File: src/rtl/spi_shift_pkg.sv
package spi_shift_pkg;
    localparam int unsigned REG_W  = 32;
    localparam int unsigned ADDR_W = 5;

    localparam logic [ADDR_W-1:0] OFS_FUNC  = 5'h00;
    localparam logic [ADDR_W-1:0] OFS_CTRL  = 5'h04;
    localparam logic [ADDR_W-1:0] OFS_TXD   = 5'h10;
    localparam logic [ADDR_W-1:0] OFS_SHIFT = 5'h14;
    localparam logic [ADDR_W-1:0] OFS_RXD   = 5'h18;

    localparam int unsigned START_BIT = 31;
    localparam int unsigned CS_LSB    = 28;
    localparam int unsigned TERM_BIT  = 26;

    typedef enum logic [1:0] {
        PH_IDLE = 2'd0,
        PH_LOW  = 2'd1,
        PH_HIGH = 2'd2,
        PH_TAIL = 2'd3
    } phase_e;
endpackage

File: src/rtl/spi_half_timer.sv
module spi_half_timer #(
    parameter int unsigned DIV_W = 6
) (
    input  logic             clk,
    input  logic             rst_n,
    input  logic             run,
    input  logic [DIV_W-1:0] lim,
    output logic             tick
);
    logic [DIV_W-1:0] cnt_d, cnt_q;

    always_comb begin
        tick  = run && (cnt_q == lim);
        cnt_d = (!run || tick) ? '0 : cnt_q + 1'b1;
    end

    always_ff @(posedge clk or negedge rst_n) begin
        if (!rst_n) cnt_q <= '0;
        else        cnt_q <= cnt_d;
    end
endmodule

File: src/rtl/spi_shift_engine.sv
module spi_shift_engine
    import spi_shift_pkg::*;
#(
    parameter int unsigned MAX_BITS = 32,
    parameter int unsigned DIV_W    = 6,
    parameter int unsigned CS_NUM   = 3
) (
    input  logic                          clk,
    input  logic                          rst_n,
    input  logic                          enable,
    input  logic                          start,
    input  logic [CS_NUM-1:0]             sel,
    input  logic                          term,
    input  logic [$clog2(MAX_BITS):0]     nbits,
    input  logic [MAX_BITS-1:0]           txd,
    input  logic [DIV_W-1:0]              div,
    input  logic                          miso,
    output logic                          busy,
    output logic                          done,
    output logic [MAX_BITS-1:0]           rxd,
    output logic                          sck,
    output logic                          mosi,
    output logic [CS_NUM-1:0]             cs_n
);
    localparam int unsigned CNT_W = $clog2(MAX_BITS) + 1;

    typedef struct packed {
        phase_e              phase;
        logic [DIV_W-1:0]    lim;
        logic [CNT_W-1:0]    left;
        logic [MAX_BITS-1:0] tx_sr;
        logic [MAX_BITS-1:0] rx_sr;
        logic                sck;
        logic                mosi;
        logic                term;
        logic [CS_NUM-1:0]   cs_act;
    } eng_s;

    eng_s st_d, st_q;
    logic tick;
    logic [CNT_W-1:0]    align_sh;
    logic [MAX_BITS-1:0] aligned;

    spi_half_timer #(.DIV_W(DIV_W)) u_timer (
        .clk  (clk),
        .rst_n(rst_n),
        .run  (st_q.phase != PH_IDLE),
        .lim  (st_q.lim),
        .tick (tick)
    );

    always_comb begin
        st_d     = st_q;
        done     = 1'b0;
        align_sh = CNT_W'(MAX_BITS) - nbits;
        aligned  = txd << align_sh;
        unique case (st_q.phase)
            PH_IDLE: begin
                if (start) begin
                    st_d.phase  = PH_LOW;
                    st_d.lim    = div;
                    st_d.left   = nbits;
                    st_d.tx_sr  = aligned;
                    st_d.mosi   = aligned[MAX_BITS-1];
                    st_d.rx_sr  = '0;
                    st_d.sck    = 1'b0;
                    st_d.term   = term;
                    st_d.cs_act = sel;
                end
            end
            PH_LOW: begin
                if (tick) begin
                    st_d.sck   = 1'b1;
                    st_d.rx_sr = {st_q.rx_sr[MAX_BITS-2:0], miso};
                    st_d.left  = st_q.left - 1'b1;
                    st_d.phase = PH_HIGH;
                end
            end
            PH_HIGH: begin
                if (tick) begin
                    st_d.sck = 1'b0;
                    if (st_q.left == '0) begin
                        if (st_q.term) begin
                            st_d.phase = PH_TAIL;
                        end else begin
                            st_d.phase = PH_IDLE;
                            done       = 1'b1;
                        end
                    end else begin
                        st_d.tx_sr = st_q.tx_sr << 1;
                        st_d.mosi  = st_q.tx_sr[MAX_BITS-2];
                        st_d.phase = PH_LOW;
                    end
                end
            end
            PH_TAIL: begin
                if (tick) begin
                    st_d.cs_act = '0;
                    st_d.phase  = PH_IDLE;
                    done        = 1'b1;
                end
            end
            default: st_d.phase = PH_IDLE;
        endcase
        if (!enable) begin
            st_d.phase  = PH_IDLE;
            st_d.sck    = 1'b0;
            st_d.mosi   = 1'b0;
            st_d.cs_act = '0;
            done        = 1'b0;
        end
    end

    always_ff @(posedge clk or negedge rst_n) begin
        if (!rst_n) st_q <= '0;
        else        st_q <= st_d;
    end

    assign busy = (st_q.phase != PH_IDLE);
    assign rxd  = st_q.rx_sr;
    assign sck  = st_q.sck;
    assign mosi = st_q.mosi;
    assign cs_n = ~st_q.cs_act;
endmodule

File: src/rtl/spi_shift_master.sv
module spi_shift_master
    import spi_shift_pkg::*;
#(
    parameter int unsigned MAX_BITS = 32,
    parameter int unsigned DIV_W    = 6,
    parameter int unsigned CS_NUM   = 3
) (
    input  logic              clk,
    input  logic              rst_n,
    input  logic [4:0]        bus_addr,
    input  logic              bus_wr,
    input  logic [31:0]       bus_wdata,
    output logic [31:0]       bus_rdata,
    output logic              sck,
    output logic              mosi,
    input  logic              miso,
    output logic [CS_NUM-1:0] cs_n
);
    localparam int unsigned CNT_W = $clog2(MAX_BITS) + 1;

    typedef struct packed {
        logic                en;
        logic [DIV_W-1:0]    div;
        logic [MAX_BITS-1:0] txd;
        logic [CS_NUM-1:0]   sel;
        logic                term;
        logic [CNT_W-1:0]    nbits;
        logic [MAX_BITS-1:0] rxd;
    } regs_s;

    regs_s regs_d, regs_q;
    logic                eng_busy, eng_done, launch;
    logic [MAX_BITS-1:0] eng_rxd;
    logic [CNT_W-1:0]    cmd_bits;
    logic                en_q;
    logic [MAX_BITS-1:0] rxd_q;

    assign en_q     = regs_q.en;
    assign rxd_q    = regs_q.rxd;
    assign cmd_bits = bus_wdata[CNT_W-1:0];

    always_comb begin
        regs_d = regs_q;
        launch = bus_wr && (bus_addr == OFS_SHIFT) && bus_wdata[START_BIT]
                 && regs_q.en && !eng_busy
                 && (cmd_bits != '0) && (cmd_bits <= CNT_W'(MAX_BITS));
        if (bus_wr) begin
            unique case (bus_addr)
                OFS_FUNC: regs_d.en  = bus_wdata[0];
                OFS_CTRL: regs_d.div = bus_wdata[DIV_W-1:0];
                OFS_TXD:  regs_d.txd = bus_wdata[MAX_BITS-1:0];
                default: ;
            endcase
        end
        if (launch) begin
            regs_d.sel   = bus_wdata[CS_LSB +: CS_NUM];
            regs_d.term  = bus_wdata[TERM_BIT];
            regs_d.nbits = cmd_bits;
        end
        if (eng_done) regs_d.rxd = eng_rxd;
    end

    always_ff @(posedge clk or negedge rst_n) begin
        if (!rst_n) regs_q <= '0;
        else        regs_q <= regs_d;
    end

    always_comb begin
        bus_rdata = '0;
        unique case (bus_addr)
            OFS_FUNC: bus_rdata[0] = regs_q.en;
            OFS_CTRL: bus_rdata[DIV_W-1:0] = regs_q.div;
            OFS_TXD:  bus_rdata[MAX_BITS-1:0] = regs_q.txd;
            OFS_SHIFT: begin
                bus_rdata[START_BIT]           = eng_busy;
                bus_rdata[CS_LSB +: CS_NUM]    = regs_q.sel;
                bus_rdata[TERM_BIT]            = regs_q.term;
                bus_rdata[CNT_W-1:0]           = regs_q.nbits;
            end
            OFS_RXD:  bus_rdata[MAX_BITS-1:0] = regs_q.rxd;
            default: ;
        endcase
    end

    spi_shift_engine #(
        .MAX_BITS(MAX_BITS),
        .DIV_W   (DIV_W),
        .CS_NUM  (CS_NUM)
    ) u_engine (
        .clk   (clk),
        .rst_n (rst_n),
        .enable(en_q),
        .start (launch),
        .sel   (bus_wdata[CS_LSB +: CS_NUM]),
        .term  (bus_wdata[TERM_BIT]),
        .nbits (cmd_bits),
        .txd   (regs_q.txd),
        .div   (regs_q.div),
        .miso  (miso),
        .busy  (eng_busy),
        .done  (eng_done),
        .rxd   (eng_rxd),
        .sck   (sck),
        .mosi  (mosi),
        .cs_n  (cs_n)
    );
endmodule

File: config.mk
export PLATFORM = sky130hd
export DESIGN_NAME = spi_shift_master
export DESIGN_NICKNAME = d
export VERILOG_FILES = /design/src/rtl/spi_shift_pkg.sv /design/src/rtl/spi_half_timer.sv /design/src/rtl/spi_shift_engine.sv /design/src/rtl/spi_shift_master.sv
export SDC_FILE = /design/constraint.sdc
export NUM_CORES = 1
export LEC_CHECK = 0
export BUFFER_PORTS_ARGS = -buffer_cell sky130_fd_sc_hd__buf_2
export CORE_AREA = 5 5 132 134
export CTS_BUF_LIST = sky130_fd_sc_hd__clkbuf_2
export CTS_CLUSTER_SIZE = 16
export DETAILED_ROUTE_END_ITERATION = 16
export DIE_AREA = 0 0 137 139
export GPL_TIMING_DRIVEN = 0
export PLACE_DENSITY = 0.78
export SYNTH_ARGS = -nofsm -noshare
export SYNTH_HDL_FRONTEND = slang
export SYNTH_SLANG_ARGS = --single-unit
File: constraint.sdc
create_clock -name clk -period 3.7 [get_ports clk]
set_clock_uncertainty 0.05 [all_clocks]
set_input_delay 0.74 -clock clk [delete_from_list [all_inputs] [get_ports clk]]
set_output_delay 0.74 -clock clk [all_outputs]
set_load 0.02 [all_outputs]
==> results of run 1 <==
## cell usage after synthesis, types with 7 or more instances
cell      number
inv_1         16
a31oi_1        7
nand3_1       62
nand2_1      206
mux4_2        22
a32oi_1        8
dfrtp_1      170
nor3_1         7
xnor2_1       10
clkbuf_1      33
o21ai_0       31
mux2_2        71
nand4_1        8
a22o_1        25
a21oi_1       33
o211ai_1       7
buf_4          8
buf_2         20
mux2i_1       25
a22oi_1       18
nor2_1        36
## per-stage QoR
step | util | setup slack (ns)
after CTS | 0.640 | 0.191
final | 0.640 | 0.138
after global placement | 0.620 | -0.756
after global routing | 0.640 | 0.0438
after detailed placement | 0.623 | -0.611
after floorplan | - | 0.105
## worst register-to-register path: cells and delay by family (launching register included)
family	cells	cell delay, ns
buffers and inverters	2	0.62
AO/OA/AOI/OAI	1	0.45
flip-flops	1	0.57
AND/OR/NAND/NOR	5	1.07
## kinds of logic (layout without fill, tap and decap cells)
| logic type | after synthesis | after routing | share of synthesized area |
|---|---|---|---|
| compound gates | 184 | 184 | 0.141 |
| xor+xnor | 17 | 17 | 0.0211 |
| fa+ha+maj | 4 | 4 | 0.00534 |
| buf+inv | 85 | 195 | 0.0431 |
| flops | 170 | 170 | 0.454 |
| mux | 119 | 119 | 0.166 |
| other cells | 0 | 1 | 0 |
| simple gates | 354 | 354 | 0.170 |
## path summary, 6_finish.rpt
| kind | startpoint | end | cells past startpoint |
|---|---|---|---|
| max | bus_addr[3] | bus_rdata[6] | 7 |
| min | miso | u_engine.rxd[0] | 3 |
| max reg2reg | u_engine.st_q[83] | u_engine.rxd[20] | 8 |
| min reg2reg | u_engine.rxd[31] | u_engine.rxd[31] | 2 |
| max in group asynchronous | rst_n | u_engine.st_q[67] | 3 |
| min in group asynchronous | rst_n | rxd_q[27] | 2 |
## flip-flops by register name (all words and copies together) (netlist names)
signal                  flops
en_q                        1
regs_q                     48
rxd_q                      32
u_engine.mosi               1
u_engine.rxd               32
u_engine.sck                1
u_engine.st_q              49
u_engine.u_timer.cnt_q      6
## report_power, final
part           switching (mW)  internal (mW)  total [mW]
clock                   0.812          0.249        1.06
combinational           0.442          0.336       0.778
sequential              0.148           1.97        2.11
## cell type report
class | count | area, µm² | area share
clock buffers | 17 | 85.1 | 0.00822
well taps | 220 | 275 | 0.0266
plain buffers | 69 | 345 | 0.0333
inverters | 16 | 60.1 | 0.00580
repair buffers | 78 | 428 | 0.0413
multi-input cells | 678 | 4720 | 0.456
diodes | 1 | 2.50 | 0.000242
clock inverters | 15 | 188 | 0.0181
flip-flops and latches | 170 | 4250 | 0.411
## layer usage
layer / global-route usage / vias to the layer above / wire length (µm)
met4: 0.0951 / 0 / 666
met2: 0.434 / 282 / 12200
met3: 0.0599 / 61 / 1730
li1: - / 3544 / -
met5: 0 / - / 0
met1: 0.407 / 3930 / 11300
## repair_timing
action	CTS	global route
gates resized for setup	0	3
hold endpoints to repair	60	0
setup endpoints to repair	0	4
hold buffers	1	0
==> out/metrics.csv, run 1 <==
stage,metric,value,unit
synth,seq_area_frac_synth,0.454,
route,routed_wire_length_per_instance,20.5,µm
synth,postSynthAreaPerCell,10.0,µm²
synth,synth_seq_cells,170,
final_layout,share_of_cells_above_drive_strength_1,0.249,
synth,async_flop_share,1.00,
setup_path,cp_max_fo,10,
synth,ys_types,70,
grt,first_global_vias,7726,
clock_network,post-cts-setup-buffers,0,
setup_path,crit_chain,"buf_2, nor4_1, and2_1, clkbuf_1, clkbuf_1, a22o_1, buf_2",
run,maxCapViolations,0,
floorplanning,io_pins,78,
grt,grt_antenna_before_repair,1,
setup_path,reg2reg_setup_slack,0.89,ns
route,detail_route.iter0.violations,766,
synth,synth.cell_area,9380,µm²
route,first_pass_iters,6,
power_and_ir_drop,leakage,5.03,nW
final_layout,layout_nets,1075,
timing,timing.final.setup_violations,0,
grt,grt-ovfl-total,0,
setup_path,worstSetupPathType,in2out,
synth,synth-edff-count,0,
timing,post-route-min-period,3.56,ns
timing,worst_pin_slew,0.813,ns
clock_network,tritoncts.num_buffers,17,
grt,largest_net_degree_at_the_start_of_global_routing,111,
setup_path,required,2.91,ns
place,postPlaceCellArea,10100,µm²
final_layout,fillCellCount,1348,
grt,grt_pass1_wl,42400,µm
timing,final_min_period_over_clock_period,0.963,
timing,timing.max_slew.rel_slack,0.455,
setup_path,startpoint_type,primary input,
final_layout,stdcell_area,10400,µm²
worst_hold_path,worstHoldPathType,in2reg,
timing,unrepaired_setup_endpoints_after_global_routing,no,
final_layout,leading_cell_types_in_the_layout_fill_and_taps_excluded,"206 x nand2_1, 170 x dfrtp_1, 95 x buf_2",
place,gpl.final_weighted_congestion,0.973,
clock_network,clock_latency,0.79,ns
clock_network,cts_num_sinks,170,
floorplanning,die_boundary_height,139,µm
clock_network,cts_max_path_bufs,2,
floorplanning,dieArea,19000,µm²
final_layout,finish.cell_count_without_fillers,1264,
place,dp_hpwl,19400,µm
synth,postSynthCellCount,933,
timing,worst_hold_slack,0.0807,ns
setup_path,cp_data_arrival_time,2.77,ns
clock_network,clockRootBuffer,clkbuf_2,
place,buffer_ports.inserted,76,
clock_network,cts_tree,built,
synth,yosys.area.top_type_share,0.454,
synth,synth_ff_type,dfrtp_1,
route,vias,7817,
power_and_ir_drop,power,3.95,mW
clock_network,worst_setup_hold_path_clk_slew,0.30,ns
route,totalWireLength,25900,µm
outcome,status,"complete, no violations",
setup_path,cp_slowest_stage_delay,0.52,ns
setup_path,crit_slowest_cell,clkbuf_1,
synth,synth_nets,978,
floorplanning,start_util,0.580,
final_layout,area_delta_synth_final,10.4,%
route,drc_errors,0,
route,routed_vias_inst,6.18,
floorplanning,placement_rows,47,
setup_path,critical_path_buf_inv_count,4,
setup_path,setup.worst_path.end_class,primary output,
floorplanning,die-width,137,µm
synth,netlist.top_cell.by_area,dfrtp_1,
power_and_ir_drop,ir_worst_vdd,279,µV
floorplanning,design.core.area,16200,µm²
setup_path,critical-path-top-delay-family,buffers and inverters,
synth,yosys_warnings,0,
place,dp.cells,1230,
final_layout,layout_commonest_cell,nand2_1,
power_and_ir_drop,power_density,382,nW/µm²
clock_network,htree_num_levels,4,
timing,timing.final.hold_violations,0,
route,ant_nets,0,
grt,gr-usage-all-layers,0.284,
timing,tns,0,ns
synth,post_synth_main_area_contributors,"dfrtp_1 45%, mux2_2 8.5%, nand2_1 8.2%",
timing,max_clock_freq,0.281,GHz
timing,report.final.slew_viol_count,0,
(Power assumes the default switching activity.)
==> run 2: changes to the inputs <==
- CTS_BUF_LIST: sky130_fd_sc_hd__clkbuf_2 -> sky130_fd_sc_hd__clkbuf_8
==> run 2 against run 1 <==
- flip-flop and latch count is the same
- first-iteration DRC count shrank 3.0%
- sequential power is essentially flat
- count of clock-buffer cells in the layout is the same
- total power grew 7.8%
- combinational power grew 0.6%
- via count shrank 0.31%
- cell area grew 1.5%
- highest routed layer unchanged
==> out/metrics.csv, run 2 (synthesis gave the netlist of run 1 again) <==
stage,metric,value,unit
grt,first_global_vias,7787,
place,dp_hpwl,19400,µm
setup_path,rr_worst_depth,7,
final_layout,finish.utilization,0.650,
route,vias,7793,
floorplanning,dieArea,19000,µm²
clock_network,worst_setup_hold_path_clk_slew,0.11,ns
timing,worst_pin_slew,0.799,ns
grt,grt_pass1_wl,42800,µm
power_and_ir_drop,ir_worst_vdd,307,µV
floorplanning,placement_rows,47,
clock_network,clockRootBuffer,clkbuf_8,
outcome,status,"complete, no violations",
final_layout,finish.cell_count_without_fillers,1261,
setup_path,setup.worst_path.end_class,primary output,
clock_network,tritoncts.num_buffers,17,
grt,grt-ovfl-total,0,
timing,report.final.slew_viol_count,0,
final_layout,reg.largest.list,"u_engine.st_q: 49 flops, regs_q: 48 flops",
route,routed_wire_length_per_instance,20.7,µm
run,maxCapViolations,0,
floorplanning,die_boundary_height,139,µm
clock_network,cts_max_path_bufs,2,
setup_path,regToRegEndpoint,rxd_q[16],
grt,largest_net_degree_at_the_start_of_global_routing,111,
timing,timing.max_slew.rel_slack,0.465,
place,buffer_ports.inserted,76,
route,drc_errors,0,
final_layout,largest_register_ffs,49,
setup_path,startpoint_type,primary input,
timing,worst_slack,0.137,ns
timing,timing.final.hold_violations,0,
clock_network,htree_num_levels,4,
timing,tns,0,ns
setup_path,worstSetupPathType,in2out,
final_layout,leading_cell_types_in_the_layout_fill_and_taps_excluded,"206 x nand2_1, 170 x dfrtp_1, 91 x buf_2",
final_layout,max_flop_register,u_engine.st_q,
power_and_ir_drop,power_density,406,nW/µm²
final_layout,antenna_cells_inserted,0,
setup_path,cp_max_fo,10,
final_layout,share_of_cells_above_drive_strength_1,0.255,
floorplanning,io_pins,78,
place,dp.cells,1230,
clock_network,cts_num_sinks,170,
route,first_pass_iters,9,
timing,worst_hold_slack,0.110,ns
final_layout,area_delta_synth_final,12.1,%
place,post-place-ws,-0.611,ns
floorplanning,design.core.area,16200,µm²
worst_hold_path,worstHoldPathType,in2async,
route,totalWireLength,26100,µm
timing,final_min_period_over_clock_period,0.963,
timing,unrepaired_setup_endpoints_after_global_routing,no,
clock_network,clock_latency,0.49,ns
floorplanning,die-width,137,µm
final_layout,layout_nets,1073,
timing,max_clock_freq,0.281,GHz
final_layout,layout_commonest_cell,nand2_1,
timing,timing.final.setup_violations,0,
timing,post-route-min-period,3.56,ns
setup_path,worstReg2RegStart,u_engine.u_timer.cnt_q[2],
route,ant_nets,0,
floorplanning,start_util,0.580,
clock_network,cts_tree,built,
setup_path,cp_data_arrival_time,2.77,ns
grt,gr-usage-all-layers,0.288,
clock_network,post-cts-setup-buffers,0,
route,routed_vias_inst,6.18,
final_layout,fillCellCount,1322,
grt,grt_antenna_before_repair,0,
route,detail_route.iter0.violations,743,
place,gpl.final_weighted_congestion,0.973,
setup_path,reg2reg_setup_slack,1.00,ns
setup_path,required,2.91,ns
power_and_ir_drop,leakage,5.09,nW
[run 2: cell types whose count changed in the layout (fill, tap and decap cells not counted), moves of 2 or more]
cell      delta
clkbuf_1     -3
clkbuf_4     +2
clkbuf_2    -14
buf_2        -4
clkbuf_8    +17
[run 2: how the worst max path moves through the flow]
stage | slack (ns) | start | cells after the start | endpoint
2_1_floorplan | 0.11 | bus_wdata[0] | 13 | u_engine.st_q[49]
3_3_place_gp | -0.76 | rst_n | 1 | u_engine.st_q[63]
5_1_grt | 0.03 | bus_wdata[0] | 13 | u_engine.st_q[60]
4_1_cts | 0.006 | bus_wdata[0] | 14 | u_engine.st_q[68]
3_5_place_dp | -0.61 | bus_wdata[0] | 14 | u_engine.st_q[60]
6_report | 0.14 | bus_addr[3] | 7 | bus_rdata[6]
[run 2: what timing repair did]
| action | 4_1_cts | 5_1_grt |
|---|---|---|
| hold buffers | 0 | 0 |
| resized for setup | 1 | 17 |
| setup endpoints to repair | 2 | 55 |
[run 2: per-stage QoR]
stage	instance area, µm²	power [mW]
after global placement	10000	2.88
after detailed placement	10100	2.90
after floorplan	9380	2.61
after global routing	10500	4.44
final	10500	4.26
after CTS	10500	4.26
[run 2: per-layer routing]
metal | wire [µm] | up-vias | GRT usage
met4 | 595 | 0 | 0.0898
met1 | 11100 | 3865 | 0.412
met3 | 1980 | 51 | 0.0686
met5 | 0 | - | 0.0132
li1 | - | 3546 | -
met2 | 12400 | 331 | 0.435
[run 2: area by class of cell]
type | count | area [µm²] | area share
well taps | 220 | 275 | 0.0262
plain buffers | 68 | 355 | 0.0338
clock buffers | 17 | 234 | 0.0223
multi-input cells | 678 | 4730 | 0.450
inverters | 16 | 60.1 | 0.00571
clock inverters | 15 | 188 | 0.0179
flip-flops and latches | 170 | 4250 | 0.405
repair buffers | 77 | 418 | 0.0398
[run 2: power by group]
part	internal (mW)	switching, mW	total, mW	leakage, nW
clock	0.530	0.842	1.37	0.208
sequential	1.96	0.148	2.11	2.29
combinational	0.339	0.444	0.783	2.59
[run 2: worst max-delay path: stages]
cell and delay, ns:
buf_2 0.11, nor4_1 0.50, and2_1 0.20, clkbuf_1 0.24, clkbuf_1 0.53, a22o_1 0.27
buf_2 0.17
